File: src/rtl/tick_pkg.sv
package tick_pkg;

    typedef enum logic [2:0] {
        SRC_OFF      = 3'b000,
        SRC_DIV1     = 3'b001,
        SRC_DIV8     = 3'b010,
        SRC_DIV64    = 3'b011,
        SRC_DIV256   = 3'b100,
        SRC_DIV1024  = 3'b101,
        SRC_PIN_FALL = 3'b110,
        SRC_PIN_RISE = 3'b111
    } src_sel_e;

    typedef struct packed {
        logic rise;
        logic fall;
    } pin_edge_s;

    localparam int N_DIV_TAPS = 4;

    // log2 of each prescaled ratio, index 0 = /8 ... index 3 = /1024
    function automatic int tap_shift(input int idx);
        case (idx)
            0:       tap_shift = 3;
            1:       tap_shift = 6;
            2:       tap_shift = 8;
            default: tap_shift = 10;
        endcase
    endfunction

    // index into the tap vector for a divided code
    function automatic int tap_index(input src_sel_e s);
        case (s)
            SRC_DIV8:   tap_index = 0;
            SRC_DIV64:  tap_index = 1;
            SRC_DIV256: tap_index = 2;
            default:    tap_index = 3;
        endcase
    endfunction

endpackage

File: src/rtl/tick_prescaler.sv
module tick_prescaler
    import tick_pkg::*;
#(
    parameter int CNT_W  = 10,
    parameter int N_TAPS = N_DIV_TAPS
) (
    input  logic              clk,
    input  logic              rst,
    input  logic              clr,
    output logic [N_TAPS-1:0] tap_hit
);

    logic [CNT_W-1:0] cnt;

    always_ff @(posedge clk) begin
        if (rst || clr) begin
            cnt <= '0;
        end else begin
            cnt <= cnt + 1'b1;
        end
    end

    // each ratio fires when its low bits are all ones
    for (genvar g = 0; g < N_TAPS; g++) begin : g_tap
        localparam int SH = tap_shift(g);
        assign tap_hit[g] = !clr && (&cnt[SH-1:0]);
    end

    // a clear restarts the count from zero
    assert_clear_restarts_R8: assert property (@(posedge clk) disable iff (rst)
        clr |=> (cnt == '0));

endmodule

File: src/rtl/tick_pin_edge.sv
module tick_pin_edge
    import tick_pkg::*;
#(
    parameter int STAGES = 2
) (
    input  logic      clk,
    input  logic      rst,
    input  logic      pin,
    output pin_edge_s edges
);

    localparam int MSB = STAGES - 1;

    logic [STAGES-1:0] sync_q;
    logic              last_q;

    always_ff @(posedge clk) begin
        if (rst) begin
            sync_q <= '0;
            last_q <= 1'b0;
        end else begin
            sync_q <= {sync_q[STAGES-2:0], pin};
            last_q <= sync_q[MSB];
        end
    end

    always_comb begin
        edges.rise = sync_q[MSB] && !last_q;
        edges.fall = !sync_q[MSB] && last_q;
    end

    // a detected rise means the pin was high STAGES edges earlier
    assert_rise_from_pin_R6: assert property (@(posedge clk) disable iff (rst)
        edges.rise |-> $past(pin, STAGES));

    // a detected fall means the pin was low STAGES edges earlier
    assert_fall_from_pin_R7: assert property (@(posedge clk) disable iff (rst)
        edges.fall |-> !$past(pin, STAGES));

endmodule

File: src/rtl/tick_select.sv
module tick_select
    import tick_pkg::*;
#(
    parameter int N_TAPS = N_DIV_TAPS
) (
    input  logic              clk,
    input  logic              rst,
    input  src_sel_e          sel,
    input  logic [N_TAPS-1:0] tap_hit,
    input  pin_edge_s         edges,
    output logic              tick
);

    logic tick_d;

    always_comb begin
        case (sel)
            SRC_OFF:      tick_d = 1'b0;
            SRC_DIV1:     tick_d = 1'b1;
            SRC_PIN_FALL: tick_d = edges.fall;
            SRC_PIN_RISE: tick_d = edges.rise;
            default:      tick_d = tap_hit[tap_index(sel)];
        endcase
    end

    always_ff @(posedge clk) begin
        if (rst) begin
            tick <= 1'b0;
        end else begin
            tick <= tick_d;
        end
    end

    // the stop code yields no tick
    assert_stop_quiet_R1: assert property (@(posedge clk) disable iff (rst)
        (sel == SRC_OFF) |=> !tick);

    // the undivided code ticks on the next cycle
    assert_pass_every_cycle_R2: assert property (@(posedge clk) disable iff (rst)
        (sel == SRC_DIV1) |=> tick);

    // ticks from other sources are one cycle wide
    assert_single_cycle_R10: assert property (@(posedge clk) disable iff (rst)
        (tick && $stable(sel) && sel != SRC_DIV1) |=> !tick);

endmodule

File: src/rtl/tmr_tick_gen.sv
module tmr_tick_gen
    import tick_pkg::*;
#(
    parameter int PRE_W       = 10,
    parameter int SYNC_STAGES = 2
) (
    input  logic       clk,
    input  logic       rst,
    input  logic       pre_clr,
    input  logic [2:0] src_sel,
    input  logic       ext_pin,
    output logic       tick
);

    logic [N_DIV_TAPS-1:0] tap_hit;
    pin_edge_s             edges;
    src_sel_e              sel;

    assign sel = src_sel_e'(src_sel);

    tick_prescaler #(
        .CNT_W  (PRE_W),
        .N_TAPS (N_DIV_TAPS)
    ) u_pre (
        .clk     (clk),
        .rst     (rst),
        .clr     (pre_clr),
        .tap_hit (tap_hit)
    );

    tick_pin_edge #(
        .STAGES (SYNC_STAGES)
    ) u_pin (
        .clk   (clk),
        .rst   (rst),
        .pin   (ext_pin),
        .edges (edges)
    );

    tick_select #(
        .N_TAPS (N_DIV_TAPS)
    ) u_sel (
        .clk     (clk),
        .rst     (rst),
        .sel     (sel),
        .tap_hit (tap_hit),
        .edges   (edges),
        .tick    (tick)
    );

    // reset holds the tick low
    assert_reset_quiet_R9: assert property (@(posedge clk)
        rst |=> !tick);

endmodule

File: config.mk
export PLATFORM = sky130hd
export DESIGN_NAME = tmr_tick_gen
export DESIGN_NICKNAME = d
export VERILOG_FILES = /design/src/rtl/tick_pkg.sv /design/src/rtl/tick_prescaler.sv /design/src/rtl/tick_pin_edge.sv /design/src/rtl/tick_select.sv /design/src/rtl/tmr_tick_gen.sv
export SDC_FILE = /design/constraint.sdc
export NUM_CORES = 1
export LEC_CHECK = 0
export ABC_AREA = 1
export ABC_CLOCK_PERIOD_IN_PS = 1400
export BUFFER_PORTS_ARGS = -buffer_cell sky130_fd_sc_hd__buf_4
export CORE_UTILIZATION = 35
export CTS_BUF_LIST = sky130_fd_sc_hd__clkbuf_4 sky130_fd_sc_hd__clkbuf_8
export DETAILED_ROUTE_END_ITERATION = 16
export PLACE_DENSITY_LB_ADDON = 0.1
export SYNTH_ARGS = -nofsm -noshare
export SYNTH_HDL_FRONTEND = slang
export SYNTH_SLANG_ARGS = --single-unit
export TNS_END_PERCENT = 50
File: constraint.sdc
create_clock -name clk -period 1.4 [get_ports clk]
set_input_delay 0.14 -clock clk [delete_from_list [all_inputs] [get_ports clk]]
set_output_delay 0.14 -clock clk [all_outputs]
set_load 0.01 [all_outputs]
==> results.yml, run 1 <==
outcome:
  status: "finished clean"
clock_tree:
  cts_sinks: 14
  cts.clk_slew.worst_paths_ps: 90
  numCtsBuffers: 3
  ctsResizeCount: 0
  cts_max_path_buffers: 2
  tritoncts: "built"
  cts_max_level: 1
  clockRootBuffer: "clkbuf_4"
  clock_latency_ps: 280
run:
  max_cap_viol_count: 0
synthesis:
  ys_ff_latch: 14
  ys_seq_area_frac: 0.4291
  synth_cell_type_count: 15
  syn_area_per_cell_um2: 7.257
  netlist_area_um2: 653.1
  synth_fp_nets: 99
  synthCells: 90
  yosys_warnings: 0
drt:
  drt_iter0_drc: 6
  via_per_inst: 4.357
  drcViolationCount: 0
  routedWlPerCell_um: 8.857
  drt_wl_total_um: 1116
  final_antenna_net_count: 0
  first_pass_iters: 4
  vias: 549
grt:
  antenna_found_initial: 0
  grt.met2_usage: 0.1739
  grt_first_pass_wirelength_um: 1752
  use_met3: 0.02400
  busiest_layer: "met2"
  grt_pass1_vias: 437
  grt_usage: 0.1222
  grt_max_degree: 9
  use_met1: 0.1691
  globalRouteOverflowTotal: 0
sta:
  slew_violations: 0
  skew_ps: 6.621
  setup_viol: 0
  layout_setup_ws_ps: 204.3
  hold_violations: 0
  period_share: 0.8540
  timing.fmax_mhz: 836.4
  setup_tns_ps: 0
  whs_ps: 52.76
  slew_headroom: 0.8081
  rsz0062_at_grt: "no"
  worstMarginPinSlew_ps: 287.6
  fin_crit_ps: 1196
setup_path:
  worst-setup-path-type: "flop to flop"
  start_kind: "flop"
  path_max_fanout: 3
  crit_chain: "ha_1, ha_1, nand2_1, nand2_1, nand2_1, inv_1, nand2_1, nand2_1, nand2_1, nor2_2"
  cp_common_cell: "nand2_1"
  cp_slowest_cell: "dfxtp_1"
  r2r_start: "u_pre.cnt[0]"
  arrival_ps: 1380
  required_ps: 1590
  cpPeakStageDelay_ps: 340
  critPathLaunch: "u_pre.cnt[0]"
  r2r_slack_ps: 200
  end_kind: "flop"
power:
  finalPower_uw: 757.4
  switching_share: 0.2224
  p_seq_frac: 0.540
  p_int_uw: 588.9
  power_frac_comb: 0.072
  p_switching_uw: 168.5
  power.density_nw_per_um2: 979.5
  ir_drop_uv: 530.2
  power_frac_clock: 0.388
  power.leakage_nw: 0.3311
placement:
  hpwlAfterDp_um: 882
  placed_cell_area_um2: 737.0
  port_buffers: 7
  place.gp.congestion: 0.7433
  dp_slack_ps: 177.6
  place_inst: 122
final_layout:
  final_cell_mix: "inv_1, nand2_1, dfxtp_1"
  fin_util: 0.4430
  multi_input_area_um2: 309.0
  fin_cells: 126
  design_area_um2: 773.2
  n_antenna_cell: 0
  area_growth_pct: 18.39
  drive_gt1_frac: 0.2079
  nNetsFinal: 111
  final_common_cell: "inv_1"
  seqCellArea_um2: 280.3
  nFillCells: 181
floorplan:
  io_pins: 8
  fp.dieH_um: 45.20
  die-area_um2: 2043
  row_count: 15
  start_util: 0.3742
  core_area_um2: 1745
  die_w_um: 45.20
hold_path:
  min_path_type: "primary input to flop"
  hold_start: "rst"
[worst max-delay path, delay by kind of cell, from the launching register on]
family,cells,cell delay [ps]
DFF,1,340
adders and majority gates,2,390
buffers and inverters,1,40
and+or+nand+nor,7,340
[logic make-up after synthesis]
logic type	after synthesis	share of synthesized area
AO/OA/AOI/OAI	12	0.09770
adder cells (fa/ha/maj)	2	0.03831
AND/OR/NAND/NOR	45	0.3372
flip-flops	14	0.4291
buffers and inverters	17	0.09770
[timing repair]
item                                    CTS  global route
endpoints found under the setup margin    0             1
endpoints found under the hold margin     0             0
hold buffers                              0             0
buffers inserted                          0             0
[power groups by stage]
| stage | Combinational [mW] | Clock, mW | Sequential, mW |
|---|---|---|---|
| 2_1_floorplan | 0.0281 | 0 | 0.419 |
| 3_3_place_gp | 0.0547 | 0 | 0.418 |
| 3_5_place_dp | 0.0550 | 0 | 0.419 |
| 4_1_cts | 0.0551 | 0.299 | 0.409 |
| 5_1_grt | 0.0622 | 0.314 | 0.410 |
| 6_report | 0.0543 | 0.294 | 0.409 |
[flip-flops by register name, summed over array words and instances, names as in the netlist]
name / count
u_pin.last_q: 1
u_sel.tick: 1
u_pin.sync_q: 2
u_pre.cnt: 10
[routing by layer]
layer / wire length [um] / vias to the layer above / share of wire
met5: 0 / - / 0
met3: 27 / 2 / 0.024
met1: 577 / 236 / 0.52
met4: 12 / 0 / 0.011
met2: 499 / 8 / 0.45
li1: - / 303 / -
[cell type report]
cell class,instances,share of cell area
Tap cell,25,0.04045
Timing Repair Buffer,7,0.06796
Sequential cell,14,0.3625
Clock buffer,4,0.04693
Inverter,17,0.08252
Multi-Input combinational cell,59,0.3997
[cells in the mapped netlist]
master / number / area [um^2]
a21oi_1: 8 / 40.04
nor2_1: 11 / 41.29
nand4_1: 3 / 18.77
nor2_2: 4 / 25.02
inv_1: 17 / 63.81
nand2_1: 16 / 60.06
ha_1: 2 / 25.02
nand3_2: 1 / 10.01
dfxtp_1: 14 / 280.3
o21ai_0: 3 / 15.01
nand3_1: 4 / 20.02
nor3_1: 2 / 10.01
a21oi_2: 1 / 8.760
nand2_2: 2 / 12.51
nor2_4: 2 / 22.52
[path summary, 6_finish.rpt]
path                                        end  cells past startpoint
worst min register to register  u_pin.sync_q[1]                      2
worst max-delay path                 u_sel.tick                     10
worst min-delay path            u_pin.sync_q[1]                      2
worst max register to register       u_sel.tick                     10
(Power assumes the default switching activity.)
==> inputs of run 2 (changes only) <==
--- a/config.mk
+++ b/config.mk
@@ -14,5 +14,6 @@
 export PLACE_DENSITY_LB_ADDON = 0.1
 export SYNTH_ARGS = -nofsm -noshare
 export SYNTH_HDL_FRONTEND = slang
+export SYNTH_HIERARCHICAL = 1
 export SYNTH_SLANG_ARGS = --single-unit
 export TNS_END_PERCENT = 50
==> run 2 against run 1 <==
Total power is 0.51% lower. Core utilization is 2.0 points higher. Count of clock-buffer cells in the layout unchanged. Sequential share of layout area shrank 0.88 points. Largest power group unchanged.
==> results.yml, run 2 <==
synthesis:
  synth-async-reset-ratio: 0
  synth_cell_type_count: 18
  synth_ff_type: "dfxtp_1"
  yosysTopAreaCell: "dfxtp_1"
  synthMostInstantiatedCell: "nand2_1"
  synthCells: 92
  ys_seq_area_frac: 0.4366
  syn_area_per_cell_um2: 6.977
  synthTopCellsByArea: "dfxtp_1, nand2_1, nor2_1"
  synth_fp_nets: 101
  ys_ff_latch: 14
  netlist_area_um2: 641.9
  synth-edff-count: 0
  yosys.area.top_type_share: 0.4366
  yosys_warnings: 6
  synth_commonest_cells: "nand2_1, nor2_1, dfxtp_1"
placement:
  hpwlAfterDp_um: 845.5
  port_buffers: 7
  placed_cell_area_um2: 740.7
  place_inst: 126
  dp_slack_ps: 31.69
  place.gp.congestion: 0.8680
setup_path:
  cp_common_cell: "nand2_1"
  cpPeakStageDelay_ps: 370
  r2r_slack_ps: 140
  arrival_ps: 1490
  start_kind: "flop"
  cp_slowest_cell: "dfxtp_2"
  crit_buf_inv: 0
  end_kind: "flop"
  worst-setup-path-type: "flop to flop"
  path_max_fanout: 5
  cp_top_family: "simple AND/OR/NAND/NOR gates"
  crit_chain: "ha_4, nand3_4, nor2_4, nand4_1, nor2_1, nand2_1, nand2_1, o211ai_1, a21oi_2"
  required_ps: 1620
clock_tree:
  cts_max_path_buffers: 2
  numCtsBuffers: 3
  holdBufCountCts: 0
  cts_sinks: 14
  ctsResizeCount: 0
  cts.clk_slew.worst_paths_ps: 90
  clock_latency_ps: 280
  cts_max_level: 1
  cts_setup_buffers: 0
  tritoncts: "built"
  clockRootBuffer: "clkbuf_4"
run:
  max_cap_viol_count: 0
floorplan:
  core_area_um2: 1727
  row_count: 15
  start_util: 0.3717
  fp.dieH_um: 44.83
  die-area_um2: 2009
  io_pins: 8
  die_w_um: 44.83
sta:
  period_share: 0.9033
  hold_violations: 0
  layout_setup_ws_ps: 135.4
  timing.fmax_mhz: 790.8
  rsz0062_at_grt: "yes"
  setup_tns_ps: 0
  slew_violations: 0
  slew_headroom: 0.7040
  setup_viol: 0
  worstMarginPinSlew_ps: 442.4
  fin_crit_ps: 1265
  skew_ps: 4.342
drt:
  vias: 546
  drcViolationCount: 0
  routedWlPerCell_um: 8.577
  drt_iter0_drc: 6
  via_per_inst: 4.200
  drt_wl_total_um: 1115
  final_antenna_net_count: 0
  first_pass_iters: 4
power:
  ir_drop_uv: 456.5
  power.density_nw_per_um2: 942.5
  power.leakage_nw: 0.3288
  finalPower_uw: 753.5
grt:
  grt_max_degree: 9
  globalRouteOverflowTotal: 0
  grt_usage: 0.1268
  grt_first_pass_wirelength_um: 1794
  grt_pass1_vias: 428
  antenna_found_initial: 0
final_layout:
  final_cell_mix: "nand2_1, nor2_1, inv_1, dfxtp_1, buf_4"
  nFillCells: 187
  nNetsFinal: 115
  drive_gt1_frac: 0.2095
  fin_cells: 130
  n_antenna_cell: 0
  biggestRegsByFlops: "u_pre/cnt x10, u_pin/sync_q x2"
  max_flop_register: "u_pre/cnt"
  largest_reg_flops: 10
  final_common_cell: "nand2_1"
  area_growth_pct: 24.56
  design_area_um2: 799.5
outcome:
  status: "finished clean"
hold_path:
  min_path_type: "primary input to flop"
run 2: report_power, final:
group,switching (mW),internal (mW),leakage [nW]
sequential,0.00474,0.406,0.115
combinational,0.0264,0.0242,0.193
clock,0.134,0.158,0.0210
total,0.165,0.588,0.329
run 2: path summary, 6_finish.rpt:
check / startpoint / end / cells past startpoint
worst min register to register: u_pin/sync_q[0] / u_pin/sync_q[1] / 2
worst max-delay path: u_pre/cnt[0] / u_sel/tick / 9
worst min-delay path: rst / u_sel/tick / 2
worst max register to register: u_pre/cnt[0] / u_sel/tick / 9
run 2: metrics by stage:
| stage | hold slack [ps] | util |
|---|---|---|
| after floorplan | 202.4 | - |
| after global placement | 339.7 | 0.4290 |
| after detailed placement | 346.3 | 0.4290 |
| after CTS | 40.62 | 0.4500 |
| after global routing | 35.44 | 0.4630 |
| final | 45.96 | 0.4630 |
run 2: worst register-to-register path, stage by stage (launching register included):
cell	delay, ps
dfxtp_2	370
ha_4	150
nand3_4	90
nor2_4	100
nand4_1	80
nor2_1	90
nand2_1	60
nand2_1	50
o211ai_1	90
a21oi_2	130
run 2: kinds of logic after synthesis:
kind of cell | synth area share
fa+ha+maj | 0.03898
compound gates | 0.05654
buf+inv | 0.08187
simple gates | 0.3723
flops | 0.4366
xor+xnor | 0.01365
run 2: area by class of cell:
class,instances,area [um^2],area share
Sequential cell,14,282.8,0.3537
Tap cell,25,31.28,0.03912
Clock buffer,4,36.28,0.04538
Timing Repair Buffer,9,67.56,0.08451
Inverter,14,52.55,0.06573
Multi-Input combinational cell,64,329.1,0.4116
run 2: per-layer routing:
| metal | share of wire | global-route usage | up-vias |
|---|---|---|---|
| met5 | 0 | 0 | - |
| met4 | 0.011 | 0.09091 | 0 |
| met3 | 0.037 | 0.02400 | 2 |
| met2 | 0.43 | 0.1853 | 7 |
| met1 | 0.52 | 0.1671 | 227 |
| li1 | - | - | 310 |
